[src/rtl/aud_rx_pkg.sv]
`timescale 1ns/1ps
package aud_rx_pkg;
  localparam int SAMPLE_W = 32;
  localparam int WL_W     = $clog2(SAMPLE_W) + 1;

  typedef enum logic [1:0] {
    FMT_LJ  = 2'd0,
    FMT_RJ  = 2'd1,
    FMT_I2S = 2'd2,
    FMT_DSP = 2'd3
  } fmt_e;

  function automatic logic [WL_W-1:0] wlen_bits(logic [1:0] code);
    case (code)
      2'd0:    return WL_W'(16);
      2'd1:    return WL_W'(20);
      2'd2:    return WL_W'(24);
      default: return WL_W'(32);
    endcase
  endfunction
endpackage

[src/rtl/aud_in_sync.sv]
`timescale 1ns/1ps
module aud_in_sync #(
  parameter int STAGES = 2
) (
  input  logic clk_i,
  input  logic rst_ni,
  input  logic sclk_i,
  input  logic lrck_i,
  input  logic sdata_i,
  output logic rise_o,
  output logic lrck_o,
  output logic data_o
);
  logic [STAGES:0]   bclk_q;
  logic [STAGES-1:0] lrck_q, data_q;

  always_ff @(posedge clk_i or negedge rst_ni) begin
    if (!rst_ni) begin
      bclk_q <= '0;
      lrck_q <= '0;
      data_q <= '0;
    end else begin
      bclk_q <= {bclk_q[STAGES-1:0], sclk_i};
      lrck_q <= {lrck_q[STAGES-2:0], lrck_i};
      data_q <= {data_q[STAGES-2:0], sdata_i};
    end
  end

  // frame clock and data leave at the same depth as the bit-clock edge
  assign rise_o = bclk_q[STAGES-1] & ~bclk_q[STAGES];
  assign lrck_o = lrck_q[STAGES-1];
  assign data_o = data_q[STAGES-1];
endmodule

[src/rtl/aud_clk_gen.sv]
`timescale 1ns/1ps
module aud_clk_gen #(
  parameter int DIV_W      = 8,
  parameter int FRAME_BITS = 64
) (
  input  logic             clk_i,
  input  logic             rst_ni,
  input  logic             en_i,
  input  logic             pulse_i,
  input  logic [DIV_W-1:0] div_i,
  output logic             bclk_o,
  output logic             lrck_o,
  output logic             rise_o
);
  localparam int BW = $clog2(FRAME_BITS);

  logic [DIV_W-1:0] dcnt_q;
  logic [BW-1:0]    bpos_q, bpos_n;
  logic             bclk_q, lrck_q, rise_q;

  assign bpos_n = bpos_q + BW'(1);

  always_ff @(posedge clk_i or negedge rst_ni) begin
    if (!rst_ni) begin
      dcnt_q <= '0;
      bpos_q <= '0;
      bclk_q <= 1'b0;
      lrck_q <= 1'b0;
      rise_q <= 1'b0;
    end else if (!en_i) begin
      dcnt_q <= '0;
      bpos_q <= '0;
      bclk_q <= 1'b0;
      lrck_q <= 1'b0;
      rise_q <= 1'b0;
    end else begin
      rise_q <= 1'b0;
      if (dcnt_q == div_i) begin
        dcnt_q <= '0;
        bclk_q <= ~bclk_q;
        if (!bclk_q) begin
          rise_q <= 1'b1;
        end else begin
          // frame clock moves on the falling bit-clock edge
          bpos_q <= bpos_n;
          lrck_q <= pulse_i ? (bpos_n == BW'(FRAME_BITS - 1)) : bpos_n[BW-1];
        end
      end else begin
        dcnt_q <= dcnt_q + DIV_W'(1);
      end
    end
  end

  assign bclk_o = bclk_q;
  assign lrck_o = lrck_q;
  assign rise_o = rise_q;


  idle_low_chk: assert property (@(posedge clk_i) disable iff (!rst_ni)
    !en_i |=> (!bclk_o && !lrck_o));

  lrck_on_fall_chk: assert property (@(posedge clk_i) disable iff (!rst_ni)
    ($past(en_i) && en_i && !$stable(lrck_o)) |-> $fell(bclk_o));
endmodule

[src/rtl/aud_deframer.sv]
`timescale 1ns/1ps
module aud_deframer
  import aud_rx_pkg::*;
#(
  parameter int CNT_W = 8
) (
  input  logic                clk_i,
  input  logic                rst_ni,
  input  logic                rise_i,
  input  logic                lrck_i,
  input  logic                data_i,
  input  logic [1:0]          fmt_i,
  input  logic [1:0]          wlen_i,
  output logic [SAMPLE_W-1:0] sample_o,
  output logic                valid_o,
  output logic                right_o
);
  logic [SAMPLE_W-1:0] sh_q, sh_n, word, aligned, sample_q;
  logic [CNT_W-1:0]    cnt_q, idx_c, idx, wl, wl2;
  logic [WL_W-1:0]     wbits;
  logic                lr_q, armed_q, valid_q, right_q;
  logic                edge_lr, restart, cap, last, rgt;

  assign wbits = wlen_bits(wlen_i);
  assign wl    = CNT_W'(wbits);
  assign wl2   = wl << 1;

  always_comb begin
    edge_lr = lrck_i ^ lr_q;
    restart = (fmt_i == FMT_DSP) ? (lrck_i & ~lr_q) : edge_lr;
    idx_c   = (&cnt_q) ? cnt_q : cnt_q + CNT_W'(1);
    idx     = restart ? '0 : idx_c;
    sh_n    = {sh_q[SAMPLE_W-2:0], data_i};
    cap     = 1'b0;
    last    = 1'b0;
    rgt     = 1'b0;
    case (fmt_i)
      FMT_LJ: begin
        cap  = (armed_q | restart) && (idx < wl);
        last = cap && (idx == wl - CNT_W'(1));
        rgt  = ~lrck_i;
      end
      FMT_RJ: begin
        cap  = 1'b1;
        last = armed_q && edge_lr;
        rgt  = ~lr_q;
      end
      FMT_I2S: begin
        // count continues across the change so the last bit may land on it
        cap  = armed_q && (idx_c != '0) && (idx_c <= wl);
        last = cap && (idx_c == wl);
        rgt  = lr_q;
      end
      default: begin
        if ((armed_q | restart) && (idx != '0) && (idx <= wl)) begin
          cap  = 1'b1;
          last = (idx == wl);
        end else if (armed_q && (idx_c > wl) && (idx_c <= wl2)) begin
          cap  = 1'b1;
          last = (idx_c == wl2);
          rgt  = 1'b1;
        end
      end
    endcase
    word    = (fmt_i == FMT_RJ) ? sh_q : sh_n;
    aligned = word << (SAMPLE_W - int'(wbits));
  end

  always_ff @(posedge clk_i or negedge rst_ni) begin
    if (!rst_ni) begin
      sh_q     <= '0;
      cnt_q    <= '0;
      lr_q     <= 1'b0;
      armed_q  <= 1'b0;
      valid_q  <= 1'b0;
      right_q  <= 1'b0;
      sample_q <= '0;
    end else begin
      valid_q <= 1'b0;
      if (rise_i) begin
        lr_q    <= lrck_i;
        cnt_q   <= idx;
        armed_q <= armed_q | restart;
        if (cap) sh_q <= sh_n;
        valid_q <= last;
        if (last) begin
          sample_q <= aligned;
          right_q  <= rgt;
        end
      end
    end
  end

  assign sample_o = sample_q;
  assign valid_o  = valid_q;
  assign right_o  = right_q;


  valid_pulse_chk: assert property (@(posedge clk_i) disable iff (!rst_ni)
    valid_o |=> !valid_o);

  short_word_pad_chk: assert property (@(posedge clk_i) disable iff (!rst_ni)
    (valid_o && $past(wlen_i) == 2'd0) |-> (sample_o[SAMPLE_W-17:0] == '0));
endmodule

[src/rtl/audio_serial_rx.sv]
`timescale 1ns/1ps
module audio_serial_rx
  import aud_rx_pkg::*;
#(
  parameter int DIV_W       = 8,
  parameter int FRAME_BITS  = 64,
  parameter int SYNC_STAGES = 2,
  parameter int CNT_W       = 8
) (
  input  logic                clk_i,
  input  logic                rst_ni,
  input  logic                master_i,
  input  logic [1:0]          fmt_i,
  input  logic [1:0]          wlen_i,
  input  logic [DIV_W-1:0]    div_i,
  input  logic                sclk_i,
  input  logic                lrck_i,
  input  logic                sdata_i,
  output logic                bclk_o,
  output logic                lrck_o,
  output logic [SAMPLE_W-1:0] sample_o,
  output logic                valid_o,
  output logic                right_o
);
  logic s_rise, s_lrck, s_data;
  logic g_rise, g_lrck, g_bclk;
  logic rise, lrck;

  aud_in_sync #(.STAGES(SYNC_STAGES)) u_sync (
    .clk_i  (clk_i),
    .rst_ni (rst_ni),
    .sclk_i (sclk_i),
    .lrck_i (lrck_i),
    .sdata_i(sdata_i),
    .rise_o (s_rise),
    .lrck_o (s_lrck),
    .data_o (s_data)
  );

  aud_clk_gen #(.DIV_W(DIV_W), .FRAME_BITS(FRAME_BITS)) u_gen (
    .clk_i  (clk_i),
    .rst_ni (rst_ni),
    .en_i   (master_i),
    .pulse_i(fmt_i == FMT_DSP),
    .div_i  (div_i),
    .bclk_o (g_bclk),
    .lrck_o (g_lrck),
    .rise_o (g_rise)
  );

  assign rise   = master_i ? g_rise : s_rise;
  assign lrck   = master_i ? g_lrck : s_lrck;
  assign bclk_o = g_bclk;
  assign lrck_o = g_lrck;

  aud_deframer #(.CNT_W(CNT_W)) u_deframe (
    .clk_i   (clk_i),
    .rst_ni  (rst_ni),
    .rise_i  (rise),
    .lrck_i  (lrck),
    .data_i  (s_data),
    .fmt_i   (fmt_i),
    .wlen_i  (wlen_i),
    .sample_o(sample_o),
    .valid_o (valid_o),
    .right_o (right_o)
  );
endmodule

[config.mk]
export PLATFORM = sky130hd
export DESIGN_NAME = audio_serial_rx
export DESIGN_NICKNAME = d
export VERILOG_FILES = /design/src/rtl/aud_rx_pkg.sv /design/src/rtl/aud_in_sync.sv /design/src/rtl/aud_clk_gen.sv /design/src/rtl/aud_deframer.sv /design/src/rtl/audio_serial_rx.sv
export SDC_FILE = /design/constraint.sdc
export NUM_CORES = 1
export LEC_CHECK = 0
export CAP_MARGIN = 20
export CORE_MARGIN = 10
export CORE_UTILIZATION = 39
export CTS_BUF_LIST = sky130_fd_sc_hd__clkbuf_2 sky130_fd_sc_hd__clkbuf_4 sky130_fd_sc_hd__clkbuf_8
export CTS_CLUSTER_DIAMETER = 200
export DETAILED_ROUTE_END_ITERATION = 8
export SYNTH_ARGS = -nofsm -noshare
export SYNTH_HDL_FRONTEND = slang
export SYNTH_SLANG_ARGS = --single-unit
export TNS_END_PERCENT = 1
[constraint.sdc]
create_clock -name clk_i -period 4.76 [get_ports clk_i]
set_input_delay 0.714 -clock clk_i [delete_from_list [all_inputs] [get_ports clk_i]]
set_output_delay 0.714 -clock clk_i [all_outputs]
set_load 0.1 [all_outputs]
# After elaboration in Yosys (flattened, before gate mapping)
# Cells that the tools add are included.
[word_totals]
ff_bits = 100
out_inout_bits = 36
word_cells = 95
[op_classes]
eq_ne = 13
reduce_logical = 18
add_sub_neg = 5
shift = 1
order_cmp = 5
bitwise_logic = 8
mux = 30
[ops]
columns = ["operator", "n"]
rows = [
  ["two-way mux 32 bit", 1],
  ["two-way mux 8 bit", 4],
  ["left shift 32 x 32 -> 32 bit", 1],
  ["two-way mux 1 bit", 18],
  ["two-way mux 6 bit", 3],
  ["case mux 6 bit (3 select lines)", 1],
  ["adder 8 x 1 -> 8 bit (second input constant)", 2],
  ["equality test 8 x 6 -> 1 bit", 2],
  ["equality test 8 bit", 2],
  ["less-or-equal comparator 8 x 6 -> 1 bit", 2],
  ["nonzero test 8 bit", 2],
  ["logical AND 1 bit", 10],
  ["case mux 1 bit (3 select lines)", 3],
  ["equality test 8 x 7 -> 1 bit", 1],
  ["greater-than comparator 8 x 6 -> 1 bit", 1],
  ["less-or-equal comparator 8 x 7 -> 1 bit", 1],
  ["< comparator 8 x 6 -> 1 bit", 1],
  ["AND reduction 8 bit", 1],
  ["subtractor 6 x 1 -> 7 bit (second input constant)", 1],
  ["subtractor 6 x 6 -> 7 bit (first input constant)", 1],
  ["adder 6 x 1 -> 6 bit (second input constant)", 1],
  ["equality test 2 bit (second input constant)", 3],
  ["equality test 6 bit (second input constant)", 1],
  ["AND reduction 2 bit", 3],
  ["7 further kinds", 14],
]

# Depth between registers and ports, before layout
[depth]
word_depth = 10
mapped_depth = 16
mapped_depth_nobuf = 15

# Cells and area by module
# Synthesis repeated with hierarchy kept, for this count alone.
[hier_totals]
hier_cells = 582
area_unflattened_um2 = 6553.8
[modules_own_cells]
columns = ["module", "seq_area_each_um2", "area_each_um2", "n_inst", "cells_each"]
rows = [
  ["aud_deframer", 1901.8, 5312.6, 1, 471],
  ["aud_clk_gen", 425.4, 1023.5, 1, 100],
  ["aud_in_sync", 175.2, 188.9, 1, 8],
  ["audio_serial_rx", 0.0, 28.8, 1, 3],
]

# Worst setup path after synthesis
# OpenSTA, ideal clock, no wires.
[synth_timing]
path_type = "register to register"
startpoint = "register u_gen.lrck_q, in the netlist u_gen.lrck_o"
endpoint = "register u_deframe.sample_q[16], in the netlist u_deframe.sample_o[16]"
t_arrival_ns = 4.013
required_ns = 4.634
n_path_buf = 1
path_slack_ns = 0.621
stages_incl_launch_ff = 15
cell_sequence = "dfrtp_1 mux2i_1 inv_1 ha_1 o21ai_1 nor2b_1 ha_1 a21oi_1 o21ai_0 a2111oi_4 nor4b_4 a21oi_2 nor2_8 buf_12 mux2_4"
[synth_via]
elab_chain_len = 10
word_cells_on_any_way = 19
classes_between = "2 x order compare; 2 x eq/ne; 5 x mux; 3 x bitwise; 7 x reduce/logical"
[synth_rtl]
columns = ["element", "line_no", "rtl"]
rows = [
  ["from (decl)", "aud_clk_gen.sv:19", "logic bclk_q, lrck_q, rise_q;"],
  ["from (signal assigned)", "aud_clk_gen.sv:46", "lrck_q <= pulse_i ? (bpos_n == BW'(FRAME_BITS - 1)) : bpos_n[BW-1];"],
  ["two-way mux 1 bit *", "audio_serial_rx.sv:52", "assign lrck = master_i ? g_lrck : s_lrck;"],
  ["via lrck", "audio_serial_rx.sv:27", "logic rise, lrck;"],
  ["XOR 1 bit / bitwise AND 1 bit (equally long branches)", "aud_deframer.sv:29, aud_deframer.sv:30", ""],
  ["two-way mux 1 bit *", "aud_deframer.sv:30", "restart = (fmt_i == FMT_DSP) ? (lrck_i & ~lr_q) : edge_lr;"],
  ["two-way mux 8 bit *", "aud_deframer.sv:32", "idx = restart ? '0 : idx_c;"],
  ["via u_deframe.idx[5]", "aud_deframer.sv:19", "logic [CNT_W-1:0] cnt_q, idx_c, idx, wl, wl2;"],
  ["branches (longest 4 deep; another with less-or-equal comparator 8 x 6 -> 1 bit)", "n/a", ""],
  ["case mux 1 bit (3 select lines) *", "aud_deframer.sv:37", "case (fmt_i)"],
  ["AND reduction 2 bit (no line) *", "n/a", ""],
  ["to (signal assigned)", "aud_deframer.sv:87", "sample_q <= aligned;"],
  ["to (decl)", "aud_deframer.sv:18", "logic [SAMPLE_W-1:0] sh_q, sh_n, word, aligned, sample_q;"],
]
# Mark *: on every way through the listed nets, which the timed path passes.
# A chain may end at the register's enable or synchronous reset.

# Worst setup path after layout
[layout_timing]
startpoint = "input port master_i"
endpoint = "register u_deframe.sample_q[1], in the netlist u_deframe.sample_o[1]"
[layout_via]
elab_chain_len = 10
word_cells_on_any_way = 20
classes_between = "2 x order compare; 2 x eq/ne; 6 x mux; 3 x bitwise; 7 x reduce/logical"
[layout_rtl]
columns = ["element", "line_no", "rtl"]
rows = [
  ["from (decl)", "audio_serial_rx.sv:12", "input logic master_i,"],
  ["two-way mux 1 bit *", "audio_serial_rx.sv:52", ""],
  ["via lrck", "audio_serial_rx.sv:27", ""],
  ["XOR 1 bit / bitwise AND 1 bit (equally long branches)", "aud_deframer.sv:29, aud_deframer.sv:30", ""],
  ["two-way mux 1 bit *", "aud_deframer.sv:30", ""],
  ["two-way mux 8 bit *", "aud_deframer.sv:32", ""],
  ["via u_deframe.idx[5]", "aud_deframer.sv:19", ""],
  ["branches (longest 4 deep; another with less-or-equal comparator 8 x 6 -> 1 bit)", "n/a", ""],
  ["case mux 1 bit (3 select lines) *", "aud_deframer.sv:37", ""],
  ["AND reduction 2 bit (no line) *", "n/a", ""],
]
# Marked as above.

==> results.json <==
{
  "slowest_delay_ns": 0.50,
  "p_int_w": 0.00134,
  "ir_drop_mv": 0.119,
  "synth_cell_types": 66,
  "grt_pass1_wl_um": 23700,
  "overflow": 0,
  "clockBufferDepth": 2,
  "p_comb_frac": 0.314,
  "start_util": 0.396,
  "switchingPower_w": 0.000866,
  "utilization": 0.455,
  "fin_nets": 645,
  "drtIter0Drc": 308,
  "dr.max_layer_used": "met4",
  "leakage_nw": 3.11,
  "num_antenna_cells": 0,
  "synth_edf_count": 0,
  "syn_avg_cell_area_um2": 11.2,
  "wl_per_cell_um": 17.2,
  "fin_crit_sh": 0.908,
  "fillCellCount": 1443,
  "crit_family": "compound AO/OA/AOI/OAI gates",
  "netlist_instances": 559,
  "tightest_slew_ns": 1.04,
  "rsz0062_at_grt": "no",
  "netlist_top_cells_area": "dfrtp_1 (40%), mux2i_1 (9.6%), mux2_2 (5.9%)",
  "finClkSkew_ns": 0.0114,
  "cp-end-kind": "register",
  "grt_max_degree": 61,
  "crit_type": "in -> reg",
  "die_h_um": 147,
  "drv_cap": 0,
  "crit_path_start_kind": "input pin",
  "cts_setup_buffers": 0,
  "setup_violations": 0,
  "cts.sinks": 100,
  "syn_area_um2": 6260,
  "slew_headroom": 0.307,
  "io_buffers": 53,
  "ant_nets": 0,
  "routed_wl_um": 14200,
  "crit_fanout": 13,
  "track_usage": 0.132,
  "die_w_um": 147,
  "root_buffer": "clkbuf_8",
  "antenna_found_initial": 0,
  "switching_share": 0.392,
  "yosys_warnings": 0,
  "rr_startpoint": "u_deframe.cnt_q[0]$_DFFE_PN0P_",
  "drt-met1-wl_um": 7010,
  "ys.flop_type": "dfrtp_1",
  "arrival_ns": 4.61,
  "crit_end": "u_deframe.sample_o[1]$_DFFE_PN0P_",
  "syn_to_final_growth_pct": 15.1,
  "tns_ns": 0,
  "pwr-share-clk": 0.240,
  "dpl_worst_slack_ns": 0.0538,
  "status": "finished clean",
  "p_seq_frac": 0.446,
  "multi_input_area_um2": 3520,
  "fin_crit_ns": 4.32,
  "drc": 0,
  "viasPerCell": 5.34,
  "cts_resized": 0,
  "core_area_um2": 15800,
  "seq_area_frac_synth": 0.400,
  "p_per_area_nw_per_um2": 307,
  "startpoint": "master_i",
  "critPathBufInv": 3,
  "reg2reg_to": "u_deframe.sample_o[1]$_DFFE_PN0P_",
  "clkTransAtPathRegs_ns": 0.11,
  "routabilityCongestion": 0.859,
  "ys_ff_latch": 100,
  "wl_met2_um": 6350,
  "synthesis.nets": 600,
  "die_area_um2": 21500,
  "hold_buffers": 0,
  "wl_met3_um": 592,
  "hpwl_um": 10600,
  "firstDrtPassIters": 4,
  "std_cell_rows": 46,
  "slowest_stage": "clkdlybuf4s50_1",
  "num_vias": 4408,
  "reg2reg_slack_ns": 0.73,
  "layout_setup_ws_ns": 0.436,
  "worst-path-stages": 15,
  "final_hold_viol_count": 0,
  "grt_pass1_vias": 4457,
  "synthArstFlopShare": 1.00,
  "yosys.area.top_type": "dfrtp_1",
  "power_w": 0.00221,
  "yosysTopAreaCellShare": 0.400,
  "register_area_um2": 2500,
  "slew_viol_final": 0,
  "min_path_type": "reg -> reg",
  "cts_tree": "built",
  "drive_above_1_share": 0.189,
  "io_pins": 54,
  "ff2ff_path_depth": 13,
  "path_cells": "clkdlybuf4s50_1 > mux2i_1 > inv_1 > ha_1 > o21ai_1 > nor2b_1 > ha_1 > a21oi_1 > o21ai_0 > a2111oi_4 > nor4b_4 > a21oi_2 > nor2_8 > buf_12 > mux2_1",
  "clk_latency_ns": 0.39,
  "cp.required_ns": 5.05,
  "cts-htree-levels": 3,
  "cts_made_buffers": 9,
  "timing.fmax_mhz": 231,
  "cpMostUsedCell": "ha_1"
}
stage by stage:
step                instances  area, um2  hold slack (ns)
global route              825       7210            0.370
detailed placement        809       7030            0.341
floorplan                 559       6260            0.331
global placement          809       7030            0.334
CTS                       825       7210            0.365
finish                    825       7210            0.361
cell usage after synthesis, types with 14 or more instances:
master,number
dfrtp_1,100
mux2i_1,60
mux2_2,33
nand2_1,25
ha_1,23
nor2_1,22
a21oi_1,20
mux2_4,19
o21ai_0,19
clkbuf_1,17
nand3_1,16
xor2_1,16
inv_1,14
area by class of cell:
class,instances,share of cell area
Clock buffer,9,0.0172
Clock inverter,7,0.00781
Inverter,14,0.00729
Multi-Input combinational cell,409,0.488
Sequential cell,100,0.347
Tap cell,216,0.0375
Timing Repair Buffer,70,0.0945
state kept, by name, indices dropped and copies added (netlist names):
name / cells
u_deframe.valid_o: 1
u_gen.bclk_o: 1
u_deframe.armed_q: 1
u_gen.dcnt_q: 8
u_sync.data_q: 2
u_gen.rise_o: 1
u_deframe.sh_q: 32
u_deframe.lr_q: 1
u_deframe.sample_o: 32
u_deframe.right_o: 1
u_sync.lrck_q: 2
u_gen.lrck_o: 1
u_sync.bclk_q: 3
u_gen.bpos_q: 6
u_deframe.cnt_q: 8
cell usage in the layout (no fill, tap or decap), types with 11 or more instances in the layout:
cell type,count
a21oi_1,20
buf_4,16
clkdlybuf4s50_1,52
dfrtp_1,100
ha_1,22
inv_1,14
mux2_2,33
mux2_4,19
mux2i_1,60
nand2_1,25
nand3_1,16
nor2_1,22
o21ai_0,19
o21ai_1,11
o22ai_1,13
xor2_1,16
power groups by stage:
stage / combinational, W / clock (W) / sequential (W)
after global placement: 0.000692 / 0 / 0.000999
final: 0.000695 / 0.000530 / 0.000985
after global routing: 0.000748 / 0.000574 / 0.000998
after detailed placement: 0.000696 / 0 / 0.00100
after floorplan: 0.000351 / 0 / 0.00115
after CTS: 0.000699 / 0.000549 / 0.000984
cell families (layout without fill, tap and decap cells):
| group | Yosys count | after routing | synth area share |
|---|---|---|---|
| adders and majority gates | 23 | 23 | 0.0460 |
| buffers and inverters | 50 | 100 | 0.0398 |
| and+or+nand+nor | 121 | 121 | 0.110 |
| muxes | 124 | 124 | 0.237 |
| DFF | 100 | 100 | 0.400 |
| AOI/OAI and AO/OA | 116 | 116 | 0.133 |
| xor gates and xnor gates | 25 | 25 | 0.0350 |
metal layers:
layer | GRT usage | up-vias
met2 | 0.200 | 76
met4 | 0.0430 | 0
met3 | 0.0270 | 16
li1 | - | 2154
met1 | 0.184 | 2162
met5 | 0 | -
worst register-to-register path, cell delays in order, from the launching register on:
cell	delay, ns
dfrtp_1	0.51
ha_1	0.44
and3_1	0.27
nand2_1	0.21
a211oi_2	0.35
ha_1	0.30
a21oi_1	0.14
o21ai_0	0.20
a2111oi_4	0.41
nor4b_4	0.26
a21oi_2	0.11
nor2_8	0.20
buf_12	0.17
mux2_1	0.33
worst min-delay path by stage:
stage | cells after the start | startpoint | end
2_1_floorplan | 0 | u_sync.bclk_q[0]$_DFF_PN0_ | u_sync.bclk_q[1]$_DFF_PN0_
5_1_grt | 0 | u_sync.lrck_q[0]$_DFF_PN0_ | u_sync.lrck_q[1]$_DFF_PN0_
6_report | 0 | u_sync.lrck_q[0]$_DFF_PN0_ | u_sync.lrck_q[1]$_DFF_PN0_
4_1_cts | 0 | u_sync.data_q[0]$_DFF_PN0_ | u_sync.data_q[1]$_DFF_PN0_
3_3_place_gp | 0 | u_sync.data_q[0]$_DFF_PN0_ | u_sync.data_q[1]$_DFF_PN0_
3_5_place_dp | 0 | u_sync.data_q[0]$_DFF_PN0_ | u_sync.data_q[1]$_DFF_PN0_
No activity file was read; power rests on OpenSTA's default activity.
